$ cat src/rtl/pq_gate_pkg.sv
`timescale 1ns/1ps
package pq_gate_pkg;
  // {P,Q} encoding of a source state
  typedef enum logic [1:0] {
    PQ_READY  = 2'b00,
    PQ_OFF    = 2'b01,
    PQ_SENT   = 2'b10,
    PQ_QUEUED = 2'b11
  } pq_state_e;
endpackage

$ cat src/rtl/pq_gate_rst_sync.sv
`timescale 1ns/1ps
module pq_gate_rst_sync #(
  parameter int STAGES = 2
) (
  input  logic clk,
  input  logic rst_n,
  output logic rst_sync_n
);
  logic [STAGES-1:0] sync_q;

  always_ff @(posedge clk or negedge rst_n) begin
    if (!rst_n) sync_q <= '0;
    else        sync_q <= {sync_q[STAGES-2:0], 1'b1};
  end

  assign rst_sync_n = sync_q[STAGES-1];
endmodule

$ cat src/rtl/pq_gate_cell.sv
`timescale 1ns/1ps
module pq_gate_cell
  import pq_gate_pkg::*;
#(
  parameter bit IS_LEVEL = 1'b0
) (
  input  logic       clk,
  input  logic       rst_n,
  input  logic       msg_trig_i,
  input  logic       line_i,
  input  logic       eoi_i,
  input  logic       wr_en_i,
  input  logic [1:0] wr_val_i,
  output logic [1:0] state_o,
  output logic       post_o
);
  pq_state_e st_q, st_d, st_mid;
  logic      trig_eff, st_en, post_eoi, post_trig;

  // level sources fire from their line, message sources from the port
  assign trig_eff = IS_LEVEL ? line_i : msg_trig_i;

  // stage 1: end-of-interrupt
  always_comb begin
    st_mid   = st_q;
    post_eoi = 1'b0;
    if (eoi_i) begin
      unique case (st_q)
        PQ_SENT:   st_mid = PQ_READY;
        PQ_QUEUED: begin
          st_mid   = PQ_SENT;
          post_eoi = 1'b1;
        end
        default:   st_mid = st_q;
      endcase
    end
  end

  // stage 2: trigger on the result, then the software override
  always_comb begin
    st_d      = st_mid;
    post_trig = 1'b0;
    if (trig_eff) begin
      if (st_mid == PQ_READY) begin
        st_d      = PQ_SENT;
        post_trig = 1'b1;
      end else if (st_mid == PQ_SENT && !IS_LEVEL) begin
        st_d = PQ_QUEUED;
      end
    end
    if (wr_en_i) st_d = pq_state_e'(wr_val_i);
  end

  assign st_en = eoi_i | trig_eff | wr_en_i;

  always_ff @(posedge clk or negedge rst_n) begin
    if (!rst_n)     st_q <= PQ_READY;
    else if (st_en) st_q <= st_d;
  end

  assign state_o = st_q;
  assign post_o  = post_eoi | post_trig;
endmodule

$ cat src/rtl/pq_gate_notify.sv
`timescale 1ns/1ps
module pq_gate_notify #(
  parameter int NUM_SRC = 16,
  parameter int IDX_W   = 4
) (
  input  logic               clk,
  input  logic               rst_n,
  input  logic [NUM_SRC-1:0] post_vec,
  input  logic               ready_i,
  output logic               valid_o,
  output logic [IDX_W-1:0]   idx_o
);
  logic [NUM_SRC-1:0] req_q, req_d, clr_vec;
  logic               req_en;
  logic               out_valid_q, out_valid_d;
  logic [IDX_W-1:0]   out_idx_q, out_idx_d;
  logic               take, found;
  logic [IDX_W-1:0]   pick;

  // output register may load when empty or being accepted
  assign take = !out_valid_q || ready_i;

  // lowest waiting index
  always_comb begin
    found = 1'b0;
    pick  = '0;
    for (int i = NUM_SRC - 1; i >= 0; i--) begin
      if (req_q[i]) begin
        found = 1'b1;
        pick  = IDX_W'(i);
      end
    end
  end

  always_comb begin
    for (int i = 0; i < NUM_SRC; i++) begin
      clr_vec[i] = take && found && (pick == IDX_W'(i));
    end
    // a new post wins over the clear of the same source
    req_d  = (req_q & ~clr_vec) | post_vec;
    req_en = (|post_vec) | (take && found);
  end

  always_comb begin
    out_valid_d = found;
    out_idx_d   = found ? pick : out_idx_q;
  end

  always_ff @(posedge clk or negedge rst_n) begin
    if (!rst_n)      req_q <= '0;
    else if (req_en) req_q <= req_d;
  end

  always_ff @(posedge clk or negedge rst_n) begin
    if (!rst_n) begin
      out_valid_q <= 1'b0;
      out_idx_q   <= '0;
    end else if (take) begin
      out_valid_q <= out_valid_d;
      out_idx_q   <= out_idx_d;
    end
  end

  assign valid_o = out_valid_q;
  assign idx_o   = out_idx_q;
endmodule

$ cat src/rtl/pq_gate_mgmt.sv
`timescale 1ns/1ps
module pq_gate_mgmt #(
  parameter int NUM_SRC = 16,
  parameter int IDX_W   = 4
) (
  input  logic                   clk,
  input  logic                   rst_n,
  input  logic                   req_i,
  input  logic [IDX_W-1:0]       idx_i,
  input  logic [NUM_SRC-1:0][1:0] st_vec,
  output logic                   rvalid_o,
  output logic [1:0]             rdata_o
);
  logic [1:0] rd_mux;
  logic [1:0] rdata_q;
  logic       rvalid_q;

  always_comb begin
    rd_mux = 2'b00;
    for (int i = 0; i < NUM_SRC; i++) begin
      if (idx_i == IDX_W'(i)) rd_mux = st_vec[i];
    end
  end

  always_ff @(posedge clk or negedge rst_n) begin
    if (!rst_n) rvalid_q <= 1'b0;
    else        rvalid_q <= req_i;
  end

  always_ff @(posedge clk or negedge rst_n) begin
    if (!rst_n)     rdata_q <= 2'b00;
    else if (req_i) rdata_q <= rd_mux;
  end

  assign rvalid_o = rvalid_q;
  assign rdata_o  = rdata_q;
endmodule

$ cat src/rtl/pq_source_gate.sv
`timescale 1ns/1ps
module pq_source_gate #(
  parameter int NUM_SRC    = 16,
  parameter int LEVEL_BASE = 12,
  localparam int IDX_W     = (NUM_SRC > 1) ? $clog2(NUM_SRC) : 1
) (
  input  logic               clk,
  input  logic               rst_n,
  input  logic               trig_valid,
  input  logic [IDX_W-1:0]   trig_idx,
  input  logic [NUM_SRC-1:0] lvl_line,
  input  logic               eoi_valid,
  input  logic [IDX_W-1:0]   eoi_idx,
  input  logic               mg_req,
  input  logic               mg_swap,
  input  logic [IDX_W-1:0]   mg_idx,
  input  logic [1:0]         mg_wval,
  output logic               mg_rvalid,
  output logic [1:0]         mg_rdata,
  output logic               notify_valid,
  input  logic               notify_ready,
  output logic [IDX_W-1:0]   notify_idx
);
  logic                    rst_sync_n;
  logic [NUM_SRC-1:0][1:0] st_vec;
  logic [NUM_SRC-1:0]      post_vec;

  pq_gate_rst_sync #(.STAGES(2)) u_rst (
    .clk        (clk),
    .rst_n      (rst_n),
    .rst_sync_n (rst_sync_n)
  );

  for (genvar g = 0; g < NUM_SRC; g++) begin : g_src
    localparam bit LVL = (g >= LEVEL_BASE);
    logic msg_hit, eoi_hit, wr_hit;

    assign msg_hit = trig_valid && (trig_idx == IDX_W'(g));
    assign eoi_hit = eoi_valid  && (eoi_idx  == IDX_W'(g));
    assign wr_hit  = mg_req && mg_swap && (mg_idx == IDX_W'(g));

    pq_gate_cell #(.IS_LEVEL(LVL)) u_cell (
      .clk        (clk),
      .rst_n      (rst_sync_n),
      .msg_trig_i (msg_hit),
      .line_i     (lvl_line[g]),
      .eoi_i      (eoi_hit),
      .wr_en_i    (wr_hit),
      .wr_val_i   (mg_wval),
      .state_o    (st_vec[g]),
      .post_o     (post_vec[g])
    );
  end

  pq_gate_mgmt #(.NUM_SRC(NUM_SRC), .IDX_W(IDX_W)) u_mgmt (
    .clk      (clk),
    .rst_n    (rst_sync_n),
    .req_i    (mg_req),
    .idx_i    (mg_idx),
    .st_vec   (st_vec),
    .rvalid_o (mg_rvalid),
    .rdata_o  (mg_rdata)
  );

  pq_gate_notify #(.NUM_SRC(NUM_SRC), .IDX_W(IDX_W)) u_notify (
    .clk      (clk),
    .rst_n    (rst_sync_n),
    .post_vec (post_vec),
    .ready_i  (notify_ready),
    .valid_o  (notify_valid),
    .idx_o    (notify_idx)
  );
endmodule

$ cat config.mk
export PLATFORM = sky130hd
export DESIGN_NAME = pq_source_gate
export DESIGN_NICKNAME = d
export VERILOG_FILES = /design/src/rtl/pq_gate_pkg.sv /design/src/rtl/pq_gate_rst_sync.sv /design/src/rtl/pq_gate_cell.sv /design/src/rtl/pq_gate_notify.sv /design/src/rtl/pq_gate_mgmt.sv /design/src/rtl/pq_source_gate.sv
export SDC_FILE = /design/constraint.sdc
export NUM_CORES = 1
export LEC_CHECK = 0
export ABC_AREA = 1
export BUFFER_PORTS_ARGS = -buffer_cell sky130_fd_sc_hd__buf_4
export CORE_UTILIZATION = 40
export DETAILED_ROUTE_END_ITERATION = 7
export HOLD_SLACK_MARGIN = 0.08
export PLACE_DENSITY_LB_ADDON = 0.25
export SYNTH_ARGS = -nofsm -noshare
export SYNTH_HDL_FRONTEND = slang
export SYNTH_SLANG_ARGS = --single-unit
$ cat constraint.sdc
create_clock -name clk -period 3.5 [get_ports clk]
set_clock_uncertainty 0.15 [all_clocks]
set_input_delay 0.175 -clock clk [delete_from_list [all_inputs] [get_ports clk]]
set_output_delay 0.175 -clock clk [all_outputs]
set_load 0.02 [all_outputs]
After elaboration in Yosys (flattened, before gate mapping)
Index checks and enable logic that the tools add are counted.
W data, S select, Z words.
{"block": "totals", "register_bits": 58, "in_bits": 37, "out_inout_bits": 8, "word_cells": 464}
{"block": "classes", "n_eq_ne": 100, "mux": 204, "bitwise": 52, "n_reduce_logical": 86}
{"operator": "$mux W2", "n": 92}
{"operator": "$eq A4 B4 Y1 const B", "n": 28}
{"operator": "$eq A2 B2 Y1 const B", "n": 44}
{"operator": "$mux W1", "n": 80}
{"operator": "$eq A4 B3 Y1 const B", "n": 16}
{"operator": "$mux W4", "n": 16}
{"operator": "$pmux W2 S2", "n": 16}
{"operator": "$logic_and A1 B1 Y1", "n": 62}
{"operator": "$or A1 B1 Y1", "n": 49}
{"operator": "$eq A4 B2 Y1 const B", "n": 8}
{"operator": "$logic_not A2 Y1", "n": 16}
{"operator": "$and A16 B16 Y16", "n": 1}
{"operator": "$eq A4 B1 Y1 const B", "n": 4}
{"operator": "$logic_not A4 Y1", "n": 4}
{"operator": "$not A16 Y16", "n": 1}
{"operator": "$or A16 B16 Y16", "n": 1}
{"operator": "$reduce_or A16 Y1", "n": 1}
{"operator": "$reduce_and A2 Y1", "n": 1}
{"operator": "$logic_not A1 Y1", "n": 1}
{"operator": "$logic_or A1 B1 Y1", "n": 1}

Depth between registers and ports, before layout
Gate-level depths: netlist (run 1).
{"block": "logic_depth", "word_depth": 21, "mapped_depth": 19, "ltp_nobuf": 19}

Modules after synthesis
A second synthesis (run 1) with hierarchy kept.
{"block": "hier_totals", "hier_cells": 649, "area_unflattened_um2": 4136.5}
{"mod": "pq_gate_cell at g_src[0].u_cell ...", "instances": 12, "cells_per_inst": 18, "area_each_um2": 120.1, "seq_area_each_um2": 50.0}
{"mod": "pq_gate_notify", "instances": 1, "cells_per_inst": 161, "area_each_um2": 1290.0, "seq_area_each_um2": 525.5}
{"mod": "pq_gate_cell at g_src[12].u_cell ...", "instances": 4, "cells_per_inst": 22, "area_each_um2": 132.6, "seq_area_each_um2": 50.0}
{"mod": "pq_gate_mgmt", "instances": 1, "cells_per_inst": 86, "area_each_um2": 451.7, "seq_area_each_um2": 75.1}
{"mod": "pq_source_gate", "instances": 1, "cells_per_inst": 95, "area_each_um2": 369.1, "seq_area_each_um2": 0.0}
{"mod": "pq_gate_rst_sync", "instances": 1, "cells_per_inst": 3, "area_each_um2": 53.8, "seq_area_each_um2": 50.0}

Least setup slack after synthesis (run 1)
No wires, ideal clock.
{"block": "synth_path", "path_type": "register to register", "start": "register u_notify.req_q[0]", "end": "register u_notify.req_q[9]", "t_arrival_ns": 1.385, "required_time_ns": 3.230, "path_slack_ns": 1.845, "path_stages_with_launch": 9, "n_path_buf": 0, "path_cell_list": "dfrtp_1 > inv_2 > nand4_1 > nor3_2 > nand2_1 > nor2_2 > nand4_1 > nand2_1 > nand2_1"}
{"block": "synth_via", "elab_chain_cells": 6, "elab_cells_between_ends": 9}
{"item": "start: declaration", "line_no": "pq_gate_notify.sv:13", "source": "logic [NUM_SRC-1:0] req_q, req_d, clr_vec;"}
{"item": "start signal: assignment", "line_no": "pq_gate_notify.sv:51", "source": "else if (req_en) req_q <= req_d;"}
{"item": "$mux W4 / $mux W1 (equally long branches)", "line_no": "pq_gate_notify.sv:28", "source": "if (req_q[i]) begin"}
{"item": "$eq A4 B4 Y1 / $logic_and A1 B1 Y1 (equally long branches)", "line_no": "pq_gate_notify.sv:37, pq_gate_notify.sv:41"}
{"item": "$logic_and A1 B1 Y1", "line_no": "pq_gate_notify.sv:37", "source": "clr_vec[i] = take && found && (pick == IDX_W'(i));"}
{"item": "$not A16 Y16", "line_no": "pq_gate_notify.sv:40", "source": "req_d = (req_q & ~clr_vec) | post_vec;"}
{"item": "$and A16 B16 Y16", "line_no": "pq_gate_notify.sv:40"}
{"item": "$or A16 B16 Y16", "line_no": "pq_gate_notify.sv:40"}
Parallel ways exist; a longest one is shown, timed or not.
A chain may end at the register's enable or synchronous reset.

Worst setup path in the final report (run 1)
{"block": "layout_path", "start": "input port mg_req", "end": "register g_src[1].u_cell.st_q[1]"}
{"block": "layout_via", "elab_chain_cells": 3, "elab_cells_between_ends": 4}
{"item": "start: declaration", "line_no": "pq_source_gate.sv:14", "source": "input logic mg_req,"}
{"item": "$logic_and A1 B1 Y1 * (2 in series)", "line_no": "pq_source_gate.sv:40", "source": "assign wr_hit = mg_req && mg_swap && (mg_idx == IDX_W'(g));"}
{"item": "$mux W2 / $or A1 B1 Y1 (equally long branches)", "line_no": "pq_gate_cell.sv:51, pq_gate_cell.sv:54"}
{"item": "end signal: assignment", "line_no": "pq_gate_cell.sv:58", "source": "else if (st_en) st_q <= st_d;"}
{"item": "end: declaration", "line_no": "pq_gate_cell.sv:17", "source": "pq_state_e st_q, st_d, st_mid;"}
Every way passes the cells marked *; elsewhere a longest branch is shown, timed or not.

==> results.cfg, run 1 <==
[outcome]
outcome = complete, but fails checks
violations = design-rule violations

[worst_setup_path]
path_class = in -> reg
crit_required_ns = 3.62
cp_max_fo = 16
r2r_start = u_notify.req_q[0]
start_kind = input pin
worstSetupStartpoint = mg_req
endpoint_kind = register
arrival_ns = 2.24

[clocking]
cts.path.max_buffers = 2
cts_buffers = 9
root_buffer = clkbuf_8
numClockSinks = 58
worstSkewPairLatency_ns = 0.35
cts_tree = yes
h-tree-depth = 3
path_clk_slew_ns = 0.07

[final_layout]
fin_nets = 638
final_util_pct = 48.88
areaGrowthSynthToFinish_pct = 17.15
fillers = 871
insertedDiodeCount = 0
drive_gt1_share_pct = 14.36
layout_common_cells = nand2_1 (120), inv_1 (77), nor2_1 (76), dfrtp_1 (57), o21ai_0 (55)
finalNonFillerCells = 714
layout_commonest_cell = nand2_1

[floorplanning]
coreArea_um2 = 8848
fp-row-count = 34
ioPinCount = 45
fp.dieH_um = 98.08
die_area_um2 = 9619
die_w_um = 98.08
start_util_pct = 41.73

[pwr]
p_clk_share_pct = 24.2
p_leak_nw = 1.997
ir_drop_mv = 0.2806
internal_power_mw = 1.410
comb_power_share_pct = 36.1
p_sw_share_pct = 40.93
p_total_mw = 2.387
p_sw_mw = 0.9770
pwr-share-seq_pct = 39.7
p_per_area_nw_per_um2 = 551.9

[timing]
rsz0062_at_grt = no
fin_crit_sh_pct = 60.58
hold_viol_final = 0
report.final.slew_viol_count = 0
period_needed_ns = 2.120
finalSetupViolations = 0
relSlewSlack_pct = 52.25
tightest_slew_ns = 0.7146
setup-tns-final_ns = 0
fmax_ghz = 0.4716

[synthesis]
avgSynthCellArea_um2 = 6.689
synth.area.mux_share_pct = 1.220
synth_xor_area_share_pct = 0
synth-edff-count = 0
ys_warn_count = 0
synth_compound_area_share_pct = 16.67
ys_types = 32
netlist_area_um2 = 3692
ys_ff_latch = 58
synth_nets = 589
yosysSeqAreaShare_pct = 39.31
synthFlopType = dfrtp_1
synthArstFlopShare_pct = 100.0
yosys.area_share.simple_pct = 33.24
postSynthCellCount = 552
synth_top_family_by_area = simple AND/OR/NAND/NOR gates
synth_fa_ha_area_share_pct = 0

[routing]
drc = 1
drt_pass1_iterations = 8
vias_per_cell = 5.132
routedWlPerCell_um = 13.38
vias = 3664
ant_nets = 0
drt_iter0_drc = 271
drt-total-wl_um = 9555

[grt]
grt_start_max_net_pins = 30
grt_pass1_vias = 3425
grt_pass1_wl_um = 16010
grt_usage_pct = 21.17
overflow = 0
antenna_found_initial = 0

[placement]
dpl.cell_count = 690
dp_hpwl_um = 7250
port_buffers = 32
gp_congestion = 0.9078

[hold_path]
hold_start = lvl_line[15]
hp-class = in -> reg

[job]
cap_violations = 0
[logic make-up after synthesis]
family | count (synthesis)
simple gates | 277
mux | 4
flops | 58
buf+inv | 93
compound gates | 119
other cells | 1
[power by group through the flow]
stage	sequential [mW]	combinational, mW	clock (mW)
after global placement	0.957	0.832	0
after global routing	0.971	0.996	0.616
after CTS	0.949	0.865	0.586
final	0.948	0.862	0.577
after detailed placement	0.961	0.858	0
after floorplan	0.974	0.606	0
[sequential cells by signal (all words and copies together), names as in the netlist]
name and cells:
u_mgmt.rdata_o 2, g_src.u_cell.state_o 32, u_notify.req_q 16, u_notify.valid_o 1
u_rst.sync_q 2, u_notify.idx_o 4, u_mgmt.rvalid_o 1
[metal layers]
metal / GRT usage (%) / up-vias / part of all wire (%)
li1: - / 1889 / -
met1: 29.48 / 1671 / 49
met2: 33.53 / 93 / 46
met3: 4.724 / 11 / 4.6
met4: 4.895 / 0 / 1.2
met5: 0 / - / 0
[stage by stage]
step / hold slack (ns) / setup WS, ns / instance area [um^2]
3_5_place_dp: -0.1904 / 1.606 / 4065
2_1_floorplan: -0.2706 / 1.616 / 3692
3_3_place_gp: -0.1926 / 1.613 / 4065
5_1_grt: 0.1031 / 1.284 / 4325
4_1_cts: 0.08027 / 1.430 / 4325
6_report: 0.09294 / 1.380 / 4325
[timing repair]
action | 4_1_cts | 5_1_grt
resized for setup | 0 | 0
hold buffers | 8 | 0
buffers inserted | 0 | 0
endpoints found under the setup margin | 0 | 0
hold endpoints to repair | 21 | 0
[cells in the mapped netlist, types with 4 or more instances]
cell,n,area (um^2)
nand2_1,120,450.4
inv_1,77,289.0
nor2_1,76,285.3
dfrtp_1,58,1451
o21ai_0,55,275.3
a21oi_1,52,260.3
nand3_1,29,145.1
nor3_1,15,75.07
nand4_1,13,81.33
inv_2,12,45.04
nor2_2,8,50.05
o21ai_1,5,25.02
mux2_2,4,45.04
[area by class of cell]
| class | instances | area (um^2) | area share [%] |
|---|---|---|---|
| timing repair buffer | 41 | 327.8 | 7.579 |
| multi-input combinational | 401 | 1892 | 43.74 |
| clock inverter | 6 | 42.54 | 0.9835 |
| inverter | 90 | 337.8 | 7.810 |
| clock buffer | 10 | 137.6 | 3.182 |
| tap | 108 | 135.1 | 3.124 |
| sequential | 58 | 1453 | 33.58 |
[worst max-delay path: stages]
cell and delay [ns]:
dlygate4sd3_1 0.52, buf_4 0.12, nand2_1 0.42, nor4_1 0.72, nor3_1 0.13, a21oi_1 0.14
[worst paths after layout]
kind | endpoint | cells after the start | slack (ns)
max in group asynchronous | u_notify.req_q[8] | 1 | 2.21
min | u_notify.req_q[15] | 5 | 0.09
min in group asynchronous | g_src[12].u_cell.state_o[0] | 0 | 0.16
max | g_src[1].u_cell.state_o[1] | 6 | 1.38
min reg2reg | g_src[12].u_cell.state_o[0] | 0 | 0.16
max reg2reg | u_notify.req_q[13] | 8 | 1.59
(Power assumes the default switching activity.)
==> inputs of run 2 (changes only) <==
ABC_AREA = 0   (was 1)
clock period = 1.9 ns   (was 3.5 ns; I/O delays follow)
==> run 2 against run 1 <==
The run ends with negative setup slack left. Cell count decreased by 4.9%. Largest power group is now combinational logic. Sequential cell count unchanged. Synthesized area increased by 3.0%. Sequential share of layout area decreased by 3.9 points. Sequential power increased by 110%. Register-to-register slack got worse by 1.6 ns.
==> results.cfg, run 2 <==
[synthesis]
synth_nets = 502
yosysSeqAreaShare_pct = 38.17
synthFlopType = dfrtp_1
yosysMostFrequentCell = nand2_1
ys_warn_count = 0
synth-edff-count = 0
yosys-top-cells-count = nand2_1 (62), o21ai_0 (61), dfrtp_1 (58), nor2_1 (39), a21oi_1 (32)
postSynthCellCount = 465
ys_ff_latch = 58
avgSynthCellArea_um2 = 8.177
synth_area_leaders = dfrtp_1 (38%), o21ai_0 (8.0%), nand2_1 (6.1%)
synthArstFlopShare_pct = 100.0
ys_types = 59
netlist_area_um2 = 3802
yosysTopAreaCell = dfrtp_1
synth_top_area_share_pct = 38.17

[worst_setup_path]
r2r_start = u_notify.req_q[9]
path_class = reg -> reg
reg2reg_slack_ns = -0.04
cp_max_fo = 7
arrival_ns = 2.00
endpoint = u_notify.req_q[8]
start_kind = register
r2r_cells = 5
path_buf_inv = 1
path_depth = 5
crit_required_ns = 1.96
cp_slowest_cell = dfrtp_2
endpoint_kind = register
path_cells = buf_6 -> a2111oi_4 -> a211oi_4 -> o41ai_2 -> o21ai_1
rr_endpoint = u_notify.req_q[8]
cpLargestDelayFamily = compound AO/OA/AOI/OAI gates
worstSetupStartpoint = u_notify.req_q[9]
cp_slowest_stage_delay_ns = 0.45

[final_layout]
finalNonFillerCells = 679
layout_common_cells = buf_4 (74), nand2_1 (62), o21ai_0 (58), dfrtp_1 (50), nor2_1 (38)
fin_nets = 584
layout_commonest_cell = buf_4
largest_register_ffs = 32
insertedDiodeCount = 0
areaGrowthSynthToFinish_pct = 29.52
drive_gt1_share_pct = 24.91

[timing]
fmax_ghz = 0.5161
hold_viol_final = 0
finalSetupViolations = 2
setup-tns-final_ns = -0.04941
period_needed_ns = 1.938
fin_crit_sh_pct = 102.0
rsz0062_at_grt = yes
setup_slack_ns = -0.03773
report.final.slew_viol_count = 0

[grt]
globalRouteMet1Util_pct = 31.92
met3_usage_pct = 4.708
grt_pass1_wl_um = 18190
grt_pass1_vias = 3631
overflow = 0
antenna_found_initial = 0
grt_start_max_net_pins = 27
grt_usage_pct = 24.13
grt_util_met2_pct = 38.68
grt_busiest_layer = met2

[hold_path]
hp-class = reg -> async

[clocking]
worstSkewPairLatency_ns = 0.35
h-tree-depth = 3
root_buffer = clkbuf_8
cts.path.max_buffers = 2
cts_tree = yes
cts_buffers = 9
numClockSinks = 58
path_clk_slew_ns = 0.07

[pwr]
p_per_area_nw_per_um2 = 1099
ir_drop_mv = 0.4002
p_leak_nw = 2.030

[routing]
routedWlPerCell_um = 16.96
vias = 3827
ant_nets = 0
drt_pass1_iterations = 5
vias_per_cell = 5.636
drc = 0
drt_iter0_drc = 203
drt-total-wl_um = 11510

[outcome]
outcome = complete, but fails checks
violations = negative setup slack

[floorplanning]
die_area_um2 = 9900
start_util_pct = 41.15
fp.dieH_um = 99.50
die_w_um = 99.50
coreArea_um2 = 9240
fp-row-count = 35
ioPinCount = 45

[placement]
port_buffers = 32
dp_hpwl_um = 8449
dpl.cell_count = 648
gp_congestion = 0.9087

[job]
cap_violations = 0
run 2: how the worst min path moves through the flow:
| stage | from | end | slack, ns | cells after the start |
|---|---|---|---|---|
| 2_1_floorplan | rst_n | u_rst.sync_q[0] | -0.35 | 0 |
| 3_3_place_gp | rst_n | u_rst.sync_q[0] | -0.27 | 1 |
| 3_5_place_dp | rst_n | u_rst.sync_q[0] | -0.27 | 1 |
| 4_1_cts | mg_idx[2] | u_mgmt.rdata_o[0] | 0.08 | 4 |
| 5_1_grt | mg_idx[2] | u_mgmt.rdata_o[0] | 0.11 | 4 |
| 6_report | u_rst.sync_q[1] | g_src[3].u_cell.state_o[1] | 0.09 | 0 |
run 2: logic make-up (layout without fill, tap and decap cells):
family	Yosys count	after routing	synth area share, %
flops	58	58	38.17
simple gates	186	186	24.58
compound gates	166	166	27.64
other cells	1	1	0.09862
mux	20	20	5.956
buf+inv	34	119	3.554
run 2: area by class of cell:
class	instances	area, um^2
tap	129	161.4
clock buffer	11	151.4
inverter	17	63.81
timing repair buffer	88	708.2
multi-input combinational	373	2338
fill	890	4315
clock inverter	3	40.04
sequential	58	1461
run 2: metrics by stage:
stage	setup WS, ns	total power [mW]	instance area (um^2)	hold WS, ns	util (%)
after floorplan	0.0005301	2.979	3802	-0.3506	-
after global placement	-0.1066	3.777	4439	-0.2722	48.04
after detailed placement	-0.1877	3.803	4439	-0.2715	48.04
after CTS	-0.05364	5.169	4801	0.08243	51.96
after global routing	-0.09687	5.737	4925	0.1059	53.30
final	-0.03773	5.414	4925	0.08506	53.30
run 2: where the power goes:
part           switching [mW]  internal (mW)  leakage, nW
logic                    1.14           1.16         1.24
clock network           0.498          0.658        0.101
registers               0.429           1.53        0.692
run 2: routing by layer:
layer	share of wire, %	vias up
met2	47	118
li1	-	1862
met4	2.8	0
met1	45	1821
met3	4.6	26
met5	0	-
run 2: worst register-to-register path, delay by kind of cell, from the launching register on:
family          cells  cell delay (ns)
compound gates      4             1.09
buf+inv             1             0.13
flops               1             0.45
run 2: repair_timing:
item / in CTS / in global routing
resized for setup: 13 / 21
pin swaps: 3 / 11
endpoints found under the hold margin: 42 / 0
hold buffers: 11 / 0
buffers inserted: 1 / 5
endpoints found under the setup margin: 9 / 14
